### src/rtl/freq_req_link.sv
module freq_req_link #(
  parameter int W   = 7,
  parameter int DIV = 2
) (
  input  logic         clk,
  input  logic         rst_n,
  input  logic         wr_en,
  input  logic         wr_sel,
  input  logic [W-1:0] wr_data,
  input  logic         rd_en,
  output logic [W-1:0] rd_data,
  output logic         rd_busy,
  input  logic [W-1:0] meas_freq,
  input  logic         irq,
  output logic         link_frame,
  output logic         link_sclk,
  output logic         link_sdata,
  input  logic         rx_frame,
  input  logic         rx_sclk,
  input  logic         rx_sdata,
  output logic [W-1:0] rx_word,
  output logic         rx_strobe
);
  localparam int CW = $clog2(2 * DIV);
  localparam int BW = $clog2(W + 1);
  localparam logic [CW-1:0] CNT_LAST = CW'(2 * DIV - 1);
  localparam logic [CW-1:0] CNT_HIGH = CW'(DIV);
  localparam logic [BW-1:0] BIT_LAST = BW'(W - 1);
  localparam logic [BW-1:0] BIT_FULL = BW'(W);

  logic [W-1:0]  irq_val, os_val, sh, rd_q;
  logic          os_pend, irq_pend, irq_q, active;
  logic [CW-1:0] cnt;
  logic [BW-1:0] bitn;

  wire irq_rise = irq & ~irq_q;
  wire os_wr    = wr_en & ~wr_sel;
  wire start    = ~active & (os_pend | irq_pend);
  wire bit_end  = active && (cnt == CNT_LAST);

  assign link_frame = active;
  assign link_sclk  = active && (cnt >= CNT_HIGH);
  assign link_sdata = active & sh[W-1];
  assign rd_busy    = active;
  assign rd_data    = rd_q;

  always_ff @(posedge clk or negedge rst_n) begin
    if (!rst_n) begin
      irq_val  <= '0;
      os_val   <= '0;
      sh       <= '0;
      rd_q     <= '0;
      os_pend  <= 1'b0;
      irq_pend <= 1'b0;
      irq_q    <= 1'b0;
      active   <= 1'b0;
      cnt      <= '0;
      bitn     <= '0;
    end else begin
      irq_q <= irq;
      if (rd_en) rd_q <= meas_freq;
      if (wr_en && wr_sel) irq_val <= wr_data;
      if (os_wr) begin
        os_val  <= wr_data;
        os_pend <= 1'b1;
      end else if (start && !irq_pend) begin
        os_pend <= 1'b0;
      end
      if (irq_rise) irq_pend <= 1'b1;
      else if (start) irq_pend <= 1'b0;
      if (start) begin
        active <= 1'b1;
        sh     <= irq_pend ? irq_val : os_val;
        cnt    <= '0;
        bitn   <= '0;
      end else if (active) begin
        if (bit_end) begin
          cnt <= '0;
          sh  <= sh << 1;
          if (bitn == BIT_LAST) active <= 1'b0;
          else bitn <= bitn + 1'b1;
        end else begin
          cnt <= cnt + 1'b1;
        end
      end
    end
  end

  logic          rsclk_q, rstb;
  logic [BW-1:0] rcnt;
  logic [W-1:0]  rsh, rword;

  wire           redge = rx_frame & rx_sclk & ~rsclk_q;
  wire [W-1:0]   rnext = {rsh[W-2:0], rx_sdata};

  assign rx_word   = rword;
  assign rx_strobe = rstb;

  always_ff @(posedge clk or negedge rst_n) begin
    if (!rst_n) begin
      rsclk_q <= 1'b0;
      rstb    <= 1'b0;
      rcnt    <= '0;
      rsh     <= '0;
      rword   <= '0;
    end else begin
      rsclk_q <= rx_sclk;
      rstb    <= 1'b0;
      if (!rx_frame) begin
        rcnt <= '0;
      end else if (redge && rcnt != BIT_FULL) begin
        rsh  <= rnext;
        rcnt <= rcnt + 1'b1;
        if (rcnt == BIT_LAST) begin
          rword <= rnext;
          rstb  <= 1'b1;
        end
      end
    end
  end

  assert_sclk_in_frame_R2: assert property (@(posedge clk) disable iff (!rst_n)
    !link_frame |-> !link_sclk);
  assert_data_steady_R3: assert property (@(posedge clk) disable iff (!rst_n)
    link_sclk |-> $stable(link_sdata));
  assert_strobe_single_R4: assert property (@(posedge clk) disable iff (!rst_n)
    rx_strobe |=> !rx_strobe);
  assert_word_hold_R8: assert property (@(posedge clk) disable iff (!rst_n)
    (rx_word != $past(rx_word)) |-> rx_strobe);
  assert_read_value_R5: assert property (@(posedge clk) disable iff (!rst_n)
    $past(rd_en) |-> (rd_data == $past(meas_freq)));
endmodule

### config.mk
export PLATFORM = sky130hd
export DESIGN_NAME = freq_req_link
export DESIGN_NICKNAME = d
export VERILOG_FILES = /design/src/rtl/freq_req_link.sv
export SDC_FILE = /design/constraint.sdc
export NUM_CORES = 1
export LEC_CHECK = 0
export ABC_CLOCK_PERIOD_IN_PS = 2400
export BUFFER_PORTS_ARGS = -buffer_cell sky130_fd_sc_hd__clkbuf_2
export CAP_MARGIN = 20
export CORE_ASPECT_RATIO = 1.25
export CORE_MARGIN = 1.5
export CORE_UTILIZATION = 46
export CTS_CLUSTER_SIZE = 8
export DETAILED_ROUTE_END_ITERATION = 8
export PLACE_DENSITY = 0.71
export SYNTH_ARGS = -nofsm -noshare
export SYNTH_HDL_FRONTEND = slang
export SYNTH_SLANG_ARGS = --single-unit
### constraint.sdc
create_clock -name clk -period 2.4 [get_ports clk]
set_input_delay 0.72 -clock clk [delete_from_list [all_inputs] [get_ports clk]]
set_output_delay 0.72 -clock clk [all_outputs]
set_load 0.05 [all_outputs]
======== Yosys cells after proc, flatten, opt, wreduce, memory -nomap -nowiden ========
Cells that the tools add are included.
cells by class
  add/subtract/negate cells ............... 3
  $lt $le $gt $ge ......................... 1
  eq/ne operators ......................... 6
  multiplexer cells ....................... 24
  bitwise operators ....................... 11
  reduce and logical (&&, ||, !) cells .... 14
operators with widths
  cell                   number
  $mux W7                4
  $mux W3                6
  $mux W1                11
  $reduce_bool A2 Y1     4
  $add A3 B1 Y3 const B  2
  $and A1 B1 Y1          6
  $eq A3 B3 Y1 const B   2
  $mux W2                3
  $reduce_and A3 Y1      2
  $logic_and A1 B1 Y1    5
  $not A1 Y1             4
  $reduce_and A2 Y1      2
  $ne A3 B3 Y1 const B   1
  $add A2 B1 Y2 const B  1
  $eq A2 B2 Y1 const B   1
  $ge A2 B2 Y1 const B   1
  $ne A2 B1 Y1 const B   1
  $ne A2 B2 Y1 const B   1
  $logic_not A1 Y1       1
  $or A1 B1 Y1           1
word-level totals
  register bits ........................... 55
  input bits .............................. 23
  output and inout port bits .............. 19
  word-level logic and storage cells ...... 74

======== Longest topological paths before layout ========
Gate-level depths: netlist of run 1.
  depth in word-level cells ............... 5
  mapped depth ............................ 6
  mapped depth without buffers ............ 5

======== Least setup slack after synthesis of run 1 ========
Ideal clock, no wire load.
  path kind ............................... reg-to-output
  from .................................... reg active (netlist: link_frame)
  to ...................................... out link_sdata
  data arrival time ....................... 1347 ps
  data required time ...................... 1680 ps
  slack ................................... 333 ps
  stages on the path, launching flop included .. 3
  buffers on the path ..................... 1
  cell sequence ........................... dfrtp_1 buf_2 and2_1
on the way
  longest elaborated chain between the ends .. 1
RTL lines
  what                    RTL line  text
  start, declared         32        logic os_pend, irq_pend, irq_q, active;
  start signal, assigned  56        active <= 1'b0;
  start signal, assigned  72        active <= 1'b1;
  start signal, assigned  80        if (bitn == BIT_LAST) active <= 1'b0;
  $and A1 B1 Y1           43        assign link_sdata = active & sh[W-1];
  end, declared           17        output logic link_sdata,
Every way passes these cells.

======== Worst setup path in the final report of run 1 ========
  from .................................... reg cnt[0]
  to ...................................... out link_sclk
on the way
  longest elaborated chain between the ends .. 2
RTL lines
  what                    RTL line  text
  start, declared         33        logic [CW-1:0] cnt;
  start signal, assigned  83        cnt <= cnt + 1'b1;
  $ge A2 B2 Y1            42        assign link_sclk = active && (cnt >= CNT_HIGH);
  $logic_and A1 B1 Y1     42
  end, declared           16        output logic link_sclk,
Every way passes these cells.

==> results of run 1 <==
## stage by stage
step                worst slack [ps]  instances
detailed placement             470.1        264
global placement               491.2        264
CTS                            298.6        272
finish                         321.7        272
floorplan                      332.7        169
global route                   216.1        272
## cell type report
class / instances / share of cell area [%]
Sequential cell: 55 / 51.14
Multi-Input combinational cell: 102 / 33.43
Timing Repair Buffer: 43 / 8.647
Tap cell: 60 / 2.789
Clock buffer: 5 / 2.557
Clock inverter: 3 / 0.8833
Inverter: 4 / 0.5579
## cells in the mapped netlist, drive strengths merged
| cell type | n | area share, % |
|---|---|---|
| buf | 7 | 2.2 |
| inv | 4 | 0.64 |
| nand2 | 10 | 1.6 |
| and3 | 1 | 0.48 |
| o2bb2ai | 1 | 0.37 |
| a21oi | 4 | 0.85 |
| or3 | 2 | 0.53 |
| and4bb | 1 | 0.69 |
| nor2 | 8 | 1.3 |
| nor2b | 1 | 0.27 |
| and4b | 1 | 0.43 |
| ha | 7 | 3.7 |
| mux2 | 34 | 17 |
| and2 | 3 | 0.80 |
| nor3 | 2 | 0.43 |
| clkbuf | 1 | 0.16 |
| a221o | 6 | 2.6 |
| dfrtp | 55 | 59 |
| o21a | 1 | 0.32 |
| nand2b | 3 | 0.91 |
| o21bai | 1 | 0.32 |
| o21ai | 7 | 1.5 |
| mux2i | 9 | 3.8 |
## worst max path at each step
stage	cells after the start	to	slack (ps)	from
after floorplan	2	link_sdata	330	link_frame
after global placement	4	rx_word[0]	490	rx_frame
after detailed placement	5	rx_word[2]	470	rcnt[0]
after CTS	4	link_sclk	300	cnt[0]
after global routing	2	link_sdata	220	link_frame
final	4	link_sclk	320	cnt[0]
## cell families (layout without fill, tap and decap cells)
| family | Yosys count | in the layout | share of synthesized area, % |
|---|---|---|---|
| buf+inv | 12 | 55 | 3.038 |
| compound gates | 20 | 20 | 5.917 |
| mux | 43 | 43 | 21.27 |
| simple gates | 32 | 32 | 7.410 |
| flops | 55 | 55 | 58.64 |
| fa+ha+maj | 7 | 7 | 3.731 |
## sequential cells by signal, indices dropped and copies added (netlist names), 2 cells and up
| register | flops |
|---|---|
| os_val | 7 |
| rsh | 6 |
| sh | 7 |
| bitn | 3 |
| rd_data | 7 |
| rx_word | 7 |
| cnt | 2 |
| rcnt | 3 |
| irq_val | 7 |
## per-layer routing
metal	global-route usage, %	up-vias	routed length (um)
li1	-	679	-
met3	4.743	10	159
met1	21.64	687	1827
met5	0	-	0
met2	23.91	30	1731
met4	6.494	0	87
## power breakdown
part           internal [mW]  leakage, nW  switching (mW)
clock                  0.209       0.0408           0.313
sequential              1.03        0.669          0.0569
combinational          0.115        0.613           0.123
## worst max-delay path: stages, from the launching register on
cell and delay, ps:
dfrtp_1 400, inv_1 60, ha_1 190, o21a_1 180, clkbuf_2 230
==> metrics.cfg, run 1 <==
[status]
status=finished clean

[timing]
tightest_slew_ps=527.7
relSlewSlack_pct=64.82
slew_viol_final=0
tns_ps=0
period_minus_slack_ps=2078
max_freq_mhz=481.2
finalHoldViolCount=0
final.period_utilization_pct=86.59
finalSetupViolations=0
rsz0062_at_grt=false
finClkSkew_ps=6.559
whs_ps=358.5

[power_and_ir_drop]
p_leak_nw=1.323
ir_worst_vdd_mv=0.4729
p_per_area_nw_per_um2=684.6
power_mw=1.843

[logic_synthesis]
syn_inst=169
syn-num-nets=199
ys_seq_area_share_pct=58.64
syn_avg_cell_area_um2=13.89
yosys_warnings=0
synth_seq_cells=55
netlist-cell-type-count=27
synthesis.area_um2=2347

[cts]
clock_latency_ps=310
cts_hold_buffers=0
postCtsResizedCells=0
cts-root-buf=clkbuf_8
cts_buffer_depth=2
clkTransAtPathRegs_ps=100
cts.htree.levels=2
cts.sinks=55
postCtsSetupBuffers=0
cts_tree=built
cts_buffers=5

[die]
design.die.area_um2=5543
fp-row-count=28
core_region_area_um2=4835
die_h_um=82.87
start_util_pct=48.55
die_w_um=66.89
io_pins=42

[drt]
via_per_inst=5.169
antenna_left=0
dr.first_iter.drc_count=58
drt_wl_total_mm=3.804
first_pass_iters=4
drcViolationCount=0
wl_per_cell_um=13.99
vias=1406

[global_route]
overflow=0
first_global_vias=1490
grt_pass1_wl_mm=6.734
antenna_found_initial=0
grt_max_degree=37
track_usage_pct=15.98

[critical_path]
reg2regPathDepth=5
worstReg2RegEnd=rx_word[5]
start_kind=flop
crit_fanout=4
r2r_slack_ps=480
arrival_ps=1360
worstPathRequired_ps=1680
critical_path_class=flop to output port
critPathCaptureType=output port
r2r-start=rcnt[0]

[final_layout]
layout_commonest_cell=dfrtp_1
seqCellArea_um2=1376
num-fill-cells=407
finalInstanceArea_um2=2691
antennaDiodeCount=0
drive_gt1_share_pct=41.51
final_net_count=241
utilization_pct=55.67
mostFrequentLayoutCells=55 x dfrtp_1, 41 x clkbuf_2, 27 x mux2_2
multi_input_area_um2=899.6
syn2layout_area_growth_pct=14.66

[place]
port_buffers=41
dpl.hpwl_mm=2.769
placed_area_um2=2599
gp_congestion=0.7274

[worst_hold_path]
hold_path.class=input port to async pin

[run]
drv_cap=0

Power figures use the tool's default switching activity.
==> inputs of run 2 (changes only) <==
Settings changed: CORE_MARGIN 1.5 to not set, CTS_CLUSTER_SIZE 8 to 20.
==> run 2 against run 1 <==
- worst setup slack improved by 23 ps
- register-to-register slack worse by 30 ps
- clock power up 19%
- non-clock buffer count rose by 1
- total power increased by 5.3%
- critical path depth is the same
- sequential power about the same
- flip-flop and latch count is the same
- clock skew shrank 0.60 ps
- via count up 0.21%
- cell count up 0.37%
- first-iteration DRC count is 48% lower
==> metrics.cfg, run 2 (synthesized netlist as in run 1, its figures left out) <==
[critical_path]
worstPathRequired_ps=1680  ; about the same
reg2regPathDepth=5  ; unchanged
critical_path_class=flop to output port  ; unchanged
start_kind=flop  ; unchanged
crit_buf_inv=2  ; unchanged
critPathMaxStageDelay_ps=390  ; was 400 ps
arrival_ps=1340  ; was 1360 ps
path_delay_family=flip-flops  ; unchanged
critPathCaptureType=output port  ; unchanged
crit_chain=inv_1 -> ha_1 -> o21a_1 -> clkbuf_2  ; unchanged
worst_path_max_delay_cell=dfrtp_1  ; unchanged
r2r_slack_ps=450  ; was 480 ps
r2r-start=rcnt[0]  ; unchanged
worstReg2RegEnd=rx_word[1]  ; was rx_word[5]
crit_fanout=4  ; unchanged

[cts]
cts_hold_buffers=0  ; unchanged
clkTransAtPathRegs_ps=90  ; was 100 ps
postCtsSetupBuffers=0  ; unchanged
cts_buffer_depth=2  ; unchanged
cts_tree=built  ; unchanged
cts.sinks=55  ; unchanged
cts.htree.levels=2  ; unchanged
cts_buffers=5  ; unchanged
cts-root-buf=clkbuf_8  ; unchanged
postCtsResizedCells=0  ; unchanged
clock_latency_ps=300  ; was 310 ps

[timing]
rsz0062_at_grt=false  ; unchanged
period_minus_slack_ps=2056  ; was 2078 ps
finalHoldViolCount=0  ; unchanged
finalSetupViolations=0  ; unchanged
relSlewSlack_pct=63.53  ; was 64.82%
max_freq_mhz=486.5  ; was 481.2 MHz
final.period_utilization_pct=85.65  ; was 86.59%
slew_viol_final=0  ; unchanged
tns_ps=0  ; unchanged
tightest_slew_ps=547.1  ; was 527.7 ps
finClkSkew_ps=5.964  ; was 6.559 ps

[global_route]
track_usage_pct=16.02  ; was 15.98%
antenna_found_initial=0  ; unchanged
grt_use_met1_pct=19.49  ; was 21.64%
grt_pass1_wl_mm=6.451  ; was 6.734 mm
use_met3_pct=4.306  ; was 4.743%
grt_use_met2_pct=27.35  ; was 23.91%
first_global_vias=1429  ; was 1490
top_usage_layer=met2  ; unchanged
grt_max_degree=20  ; was 37
overflow=0  ; unchanged

[final_layout]
syn2layout_area_growth_pct=15.51  ; was 14.66%
finalNonFillerCells=273  ; was 272
mostFrequentLayoutCells=55 x dfrtp_1, 41 x clkbuf_2, 27 x mux2_2  ; unchanged
layout_commonest_cell=dfrtp_1  ; unchanged
multi_input_area_um2=899.6  ; unchanged
final_net_count=242  ; was 241
antennaDiodeCount=0  ; unchanged
num-fill-cells=408  ; was 407
drive_gt1_share_pct=41.78  ; was 41.51%
seqCellArea_um2=1376  ; unchanged

[power_and_ir_drop]
p_sw_uw=462.1  ; was 492.7 uW
p_per_area_nw_per_um2=715.3  ; was 684.6 nW/um^2
combPwrFrac_pct=12.2  ; was 12.9%
ir_worst_vdd_mv=0.4895  ; was 0.4729 mV
seq_power_share_pct=55.9  ; was 58.7%
p_leak_nw=1.344  ; was 1.323 nW
switching_share_pct=23.83  ; was 26.74%
internal-power_mw=1.477  ; was 1.350 mW
clock_power_share_pct=31.9  ; was 28.3%

[drt]
dr.first_iter.drc_count=30  ; was 58
antenna_left=0  ; unchanged
drt_wl_total_mm=3.889  ; was 3.804 mm
drcViolationCount=0  ; unchanged
via_per_inst=5.161  ; was 5.169
vias=1409  ; was 1406
wl_per_cell_um=14.25  ; was 13.99 um
first_pass_iters=4  ; unchanged

[place]
dpl.hpwl_mm=2.842  ; was 2.769 mm
port_buffers=41  ; unchanged
gp_congestion=0.7111  ; was 0.7274
dp.cells=265  ; was 264

[worst_hold_path]
hold_path.class=input port to async pin  ; unchanged

[die]
start_util_pct=48.55  ; unchanged
die_w_um=65.89  ; was 66.89 um
design.die.area_um2=5394  ; was 5543 um^2
core_region_area_um2=4835  ; unchanged
io_pins=42  ; unchanged
die_h_um=81.87  ; was 82.87 um
fp-row-count=28  ; unchanged

[status]
status=finished clean  ; unchanged

[run]
drv_cap=0  ; unchanged

run 2: per-stage QoR:
step                power (mW)  cell area, um^2  setup WS, ps  utilization (%)  hold slack [ps]
floorplan                1.255             2347         332.7                -            399.6
global placement         1.336             2594         487.4            53.65            414.4
detailed placement       1.344             2594         447.1            53.65            431.7
CTS                      1.967             2711         324.3            56.08            368.0
global route             2.029             2711         257.4            56.08            382.0
finish                   1.939             2711         344.4            56.08            355.6
run 2: area by class of cell:
class | count | area share (%)
flip-flops and latches | 55 | 50.76
multi-input cells | 102 | 33.18
repair buffers | 44 | 8.399
clock buffers | 6 | 3.046
well taps | 60 | 2.769
clock inverters | 2 | 1.292
inverters | 4 | 0.5538
run 2: metal layers:
layer  vias to the layer above  share of wire, %
li1                        678                 -
met1                       694                44
met2                        31                50
met3                         6               5.0
met4                         0               1.2
met5                         -                 0
run 2: worst reg2reg max path: cells and delay by family, from the launching register on:
kind	cells	cell delay, ps
flops	1	410
mux	1	320
fa+ha+maj	2	380
simple gates	2	740
run 2: how the worst max path moves through the flow:
stage	start	slack (ps)	to	cells after the start
3_5_place_dp	rx_frame	450	rx_word[4]	4
5_1_grt	link_frame	260	link_sdata	2
3_3_place_gp	rx_frame	490	rx_word[4]	4
2_1_floorplan	link_frame	330	link_sdata	2
4_1_cts	link_frame	320	link_sdata	2
6_report	cnt[0]	340	link_sclk	4
run 2: power groups by stage:
stage                     clock network (mW)  logic [mW]  registers (mW)
after global placement                     0       0.237            1.10
after global routing                   0.673       0.258            1.10
after floorplan                            0       0.127            1.13
after detailed placement                   0       0.241            1.10
after CTS                              0.641       0.241            1.08
final                                  0.619       0.237            1.08
==> inputs of run 3 (changes only) <==
Settings changed: ABC_AREA set to 1.
==> run 3 against run 2 <==
- clock power shrank 12%
- clock skew about the same
- utilization grew 0.26 points
- global-route usage grew 2.1 points
- clock-buffer cell count grew 1
- critical path depth is 1 lower
- synthesized area rose by 1.7%
- flip-flop and latch count unchanged
- worst setup slack got worse by 45 ps
- synthesized cell count increased by 53%
==> metrics.cfg, run 3 <==
[status]
status=finished clean  ; unchanged

[logic_synthesis]
syn-num-nets=289  ; was 199
synth.most_common_cell=nand2_1  ; was dfrtp_1
synthesis.area_um2=2386  ; was 2347 um^2
yosysTopAreaCell=dfrtp_1  ; unchanged
synth_top_area_share_pct=57.68  ; was 58.64%
ys_seq_area_share_pct=57.68  ; was 58.64%
synth.area.top_cells=dfrtp_1 58%, nand2_1 14%, nand3_1 6.7%, ha_1 3.7%, o21ai_0 3.6%  ; was dfrtp_1 59%, mux2_2 13%, mux2_4 4.5%, mux2i_1 3.8%, ha_1 3.7%
syn_avg_cell_area_um2=9.213  ; was 13.89 um^2
synth_edf_count=0  ; unchanged
netlist-cell-type-count=23  ; was 27
syn_inst=259  ; was 169
async_flop_share_pct=100.0  ; unchanged
yosys_warnings=0  ; unchanged
synthTopCellsByCount=89 x nand2_1, 55 x dfrtp_1, 32 x nand3_1  ; was 55 x dfrtp_1, 27 x mux2_2, 10 x nand2_1
synth_seq_cells=55  ; unchanged
ys.flop_type=dfrtp_1  ; unchanged

[drt]
dr.first_iter.drc_count=108  ; was 30
via_per_inst=4.983  ; was 5.161
first_pass_iters=5  ; was 4
wl_met1_mm=2.028  ; was 1.700 mm
drt_wl_total_mm=4.297  ; was 3.889 mm
antenna_left=0  ; unchanged
vias=1799  ; was 1409
met2_wirelength_mm=2.068  ; was 1.943 mm
wl_per_cell_um=11.90  ; was 14.25 um
route.met3.wl_um=130  ; was 196 um
drcViolationCount=0  ; unchanged
dr.max_layer_used=met4  ; unchanged

[power_and_ir_drop]
p_per_area_nw_per_um2=655.5  ; was 715.3 nW/um^2
clock_power_share_pct=30.2  ; was 31.9%
seq_power_share_pct=58.2  ; was 55.9%
combPwrFrac_pct=11.6  ; was 12.2%
switching_share_pct=25.90  ; was 23.83%
p_sw_uw=465.9  ; was 462.1 uW
internal-power_mw=1.333  ; was 1.477 mW
power_mw=1.799  ; was 1.939 mW
p_leak_nw=1.512  ; was 1.344 nW
ir_worst_vdd_mv=0.4468  ; was 0.4895 mV

[global_route]
grt_max_degree=34  ; was 20
first_global_vias=1702  ; was 1429
overflow=0  ; unchanged
track_usage_pct=18.12  ; was 16.02%
grt_pass1_wl_mm=7.445  ; was 6.451 mm
antenna_found_initial=0  ; unchanged

[critical_path]
arrival_ps=1380  ; was 1340 ps
r2r_slack_ps=720  ; was 450 ps
worstReg2RegEnd=rcnt[1]  ; was rx_word[1]
start_kind=flop  ; unchanged
crit_buf_inv=2  ; unchanged
path_delay_family=flip-flops  ; unchanged
critical_path_class=flop to output port  ; unchanged
crit_fanout=8  ; was 4
crit_chain=inv_1 -> nor2_1 -> clkbuf_2  ; was inv_1 -> ha_1 -> o21a_1 -> clkbuf_2
r2r-start=rcnt[0]  ; unchanged
worst_path_max_delay_cell=dfrtp_1  ; unchanged
worstPathRequired_ps=1680  ; about the same
critPathMaxStageDelay_ps=480  ; was 390 ps
reg2regPathDepth=6  ; was 5
critPathCaptureType=output port  ; unchanged

[timing]
tns_ps=0  ; unchanged
finalHoldViolCount=0  ; unchanged
slew_viol_final=0  ; unchanged
finClkSkew_ps=5.863  ; was 5.964 ps
finalSetupViolations=0  ; unchanged
relSlewSlack_pct=62.04  ; was 63.53%
period_minus_slack_ps=2101  ; was 2056 ps
max_freq_mhz=476.0  ; was 486.5 MHz
tightest_slew_ps=569.4  ; was 547.1 ps
whs_ps=386.8  ; was 355.6 ps
rsz0062_at_grt=false  ; unchanged
final.period_utilization_pct=87.53  ; was 85.65%

[final_layout]
drive_gt1_share_pct=21.59  ; was 41.78%
antennaDiodeCount=0  ; unchanged
utilization_pct=56.35  ; was 56.08%
syn2layout_area_growth_pct=15.00  ; was 15.51%
final_net_count=330  ; was 242
layout_commonest_cell=nand2_1  ; was dfrtp_1
finalInstanceArea_um2=2744  ; was 2711 um^2
num-fill-cells=462  ; was 408
mostFrequentLayoutCells=89 x nand2_1, 55 x dfrtp_1, 41 x clkbuf_2  ; was 55 x dfrtp_1, 41 x clkbuf_2, 27 x mux2_2

[die]
fp-row-count=28  ; unchanged
die_h_um=82.52  ; was 81.87 um
core_region_area_um2=4870  ; was 4835 um^2
die_w_um=66.42  ; was 65.89 um
design.die.area_um2=5481  ; was 5394 um^2
io_pins=42  ; unchanged
start_util_pct=49.00  ; was 48.55%

[cts]
postCtsResizedCells=0  ; unchanged
cts_hold_buffers=0  ; unchanged
cts_buffer_depth=2  ; unchanged
clock_latency_ps=300  ; about the same
cts.sinks=55  ; unchanged
cts-root-buf=clkbuf_8  ; unchanged
cts.htree.levels=2  ; unchanged
cts_tree=built  ; unchanged
clkTransAtPathRegs_ps=90  ; about the same
postCtsSetupBuffers=0  ; unchanged
cts_buffers=5  ; unchanged

[run]
drv_cap=0  ; unchanged

[place]
placed_area_um2=2640  ; was 2594 um^2
gp_congestion=0.7398  ; was 0.7111
port_buffers=41  ; unchanged
dpl.hpwl_mm=3.142  ; was 2.842 mm

[worst_hold_path]
hold_path.class=input port to async pin  ; unchanged

run 3: cell count changes in the layout (fill, tap and decap cells not counted), sizes merged, moves of 2 or more:
cell,before,now
a21oi,4,0
nand3,0,32
nand2b,3,0
o21ai,7,19
nand4,0,7
or3,2,0
nand2,10,91
mux2,34,7
inv,4,21
nor3,2,0
and2,3,0
a221o,6,0
mux2i,9,0
run 3: worst max-delay path by stage:
stage	from	to	slack [ps]	cells past startpoint
after floorplan	link_frame	link_sclk	40	2
after global placement	link_frame	link_sclk	690	3
after detailed placement	link_frame	link_sclk	630	3
after CTS	link_frame	link_sclk	290	3
after global routing	link_frame	link_sclk	210	3
final	link_frame	link_sclk	300	3
run 3: logic make-up after synthesis:
kind of cell	after synthesis	share of synthesized area, %
fa+ha+maj	7	3.671
compound gates	21	4.720
flops	55	57.68
mux	7	3.304
buf+inv	31	5.768
simple gates	138	24.86
run 3: metrics by stage:
stage / setup WS, ps / std cells
6_report: 299.3 / 361
5_1_grt: 205.2 / 361
4_1_cts: 287.5 / 361
3_5_place_dp: 633.6 / 353
3_3_place_gp: 689.6 / 353
2_1_floorplan: 41.08 / 259
run 3: final cells by class:
| class | instances | area, um^2 | share of cell area, % |
|---|---|---|---|
| sequential | 55 | 1376 | 50.16 |
| multi-input combinational | 173 | 872.1 | 31.78 |
| timing repair buffer | 43 | 232.7 | 8.482 |
| clock buffer | 7 | 96.34 | 3.511 |
| inverter | 22 | 83.83 | 3.055 |
| tap | 60 | 75.07 | 2.736 |
| clock inverter | 1 | 7.507 | 0.2736 |
run 3: layer usage:
layer | up-vias | track usage [%]
met5 | - | 0
met4 | 0 | 7.021
met3 | 7 | 4.258
met2 | 24 | 29.90
met1 | 851 | 23.04
li1 | 917 | -
run 3: power groups by stage:
| stage | clock network (mW) | registers [mW] | logic, mW |
|---|---|---|---|
| after global routing | 0.607 | 1.06 | 0.235 |
| after CTS | 0.563 | 1.05 | 0.211 |
| after detailed placement | 0 | 1.06 | 0.211 |
| after global placement | 0 | 1.06 | 0.207 |
| after floorplan | 0 | 1.09 | 0.0999 |
| final | 0.544 | 1.05 | 0.208 |
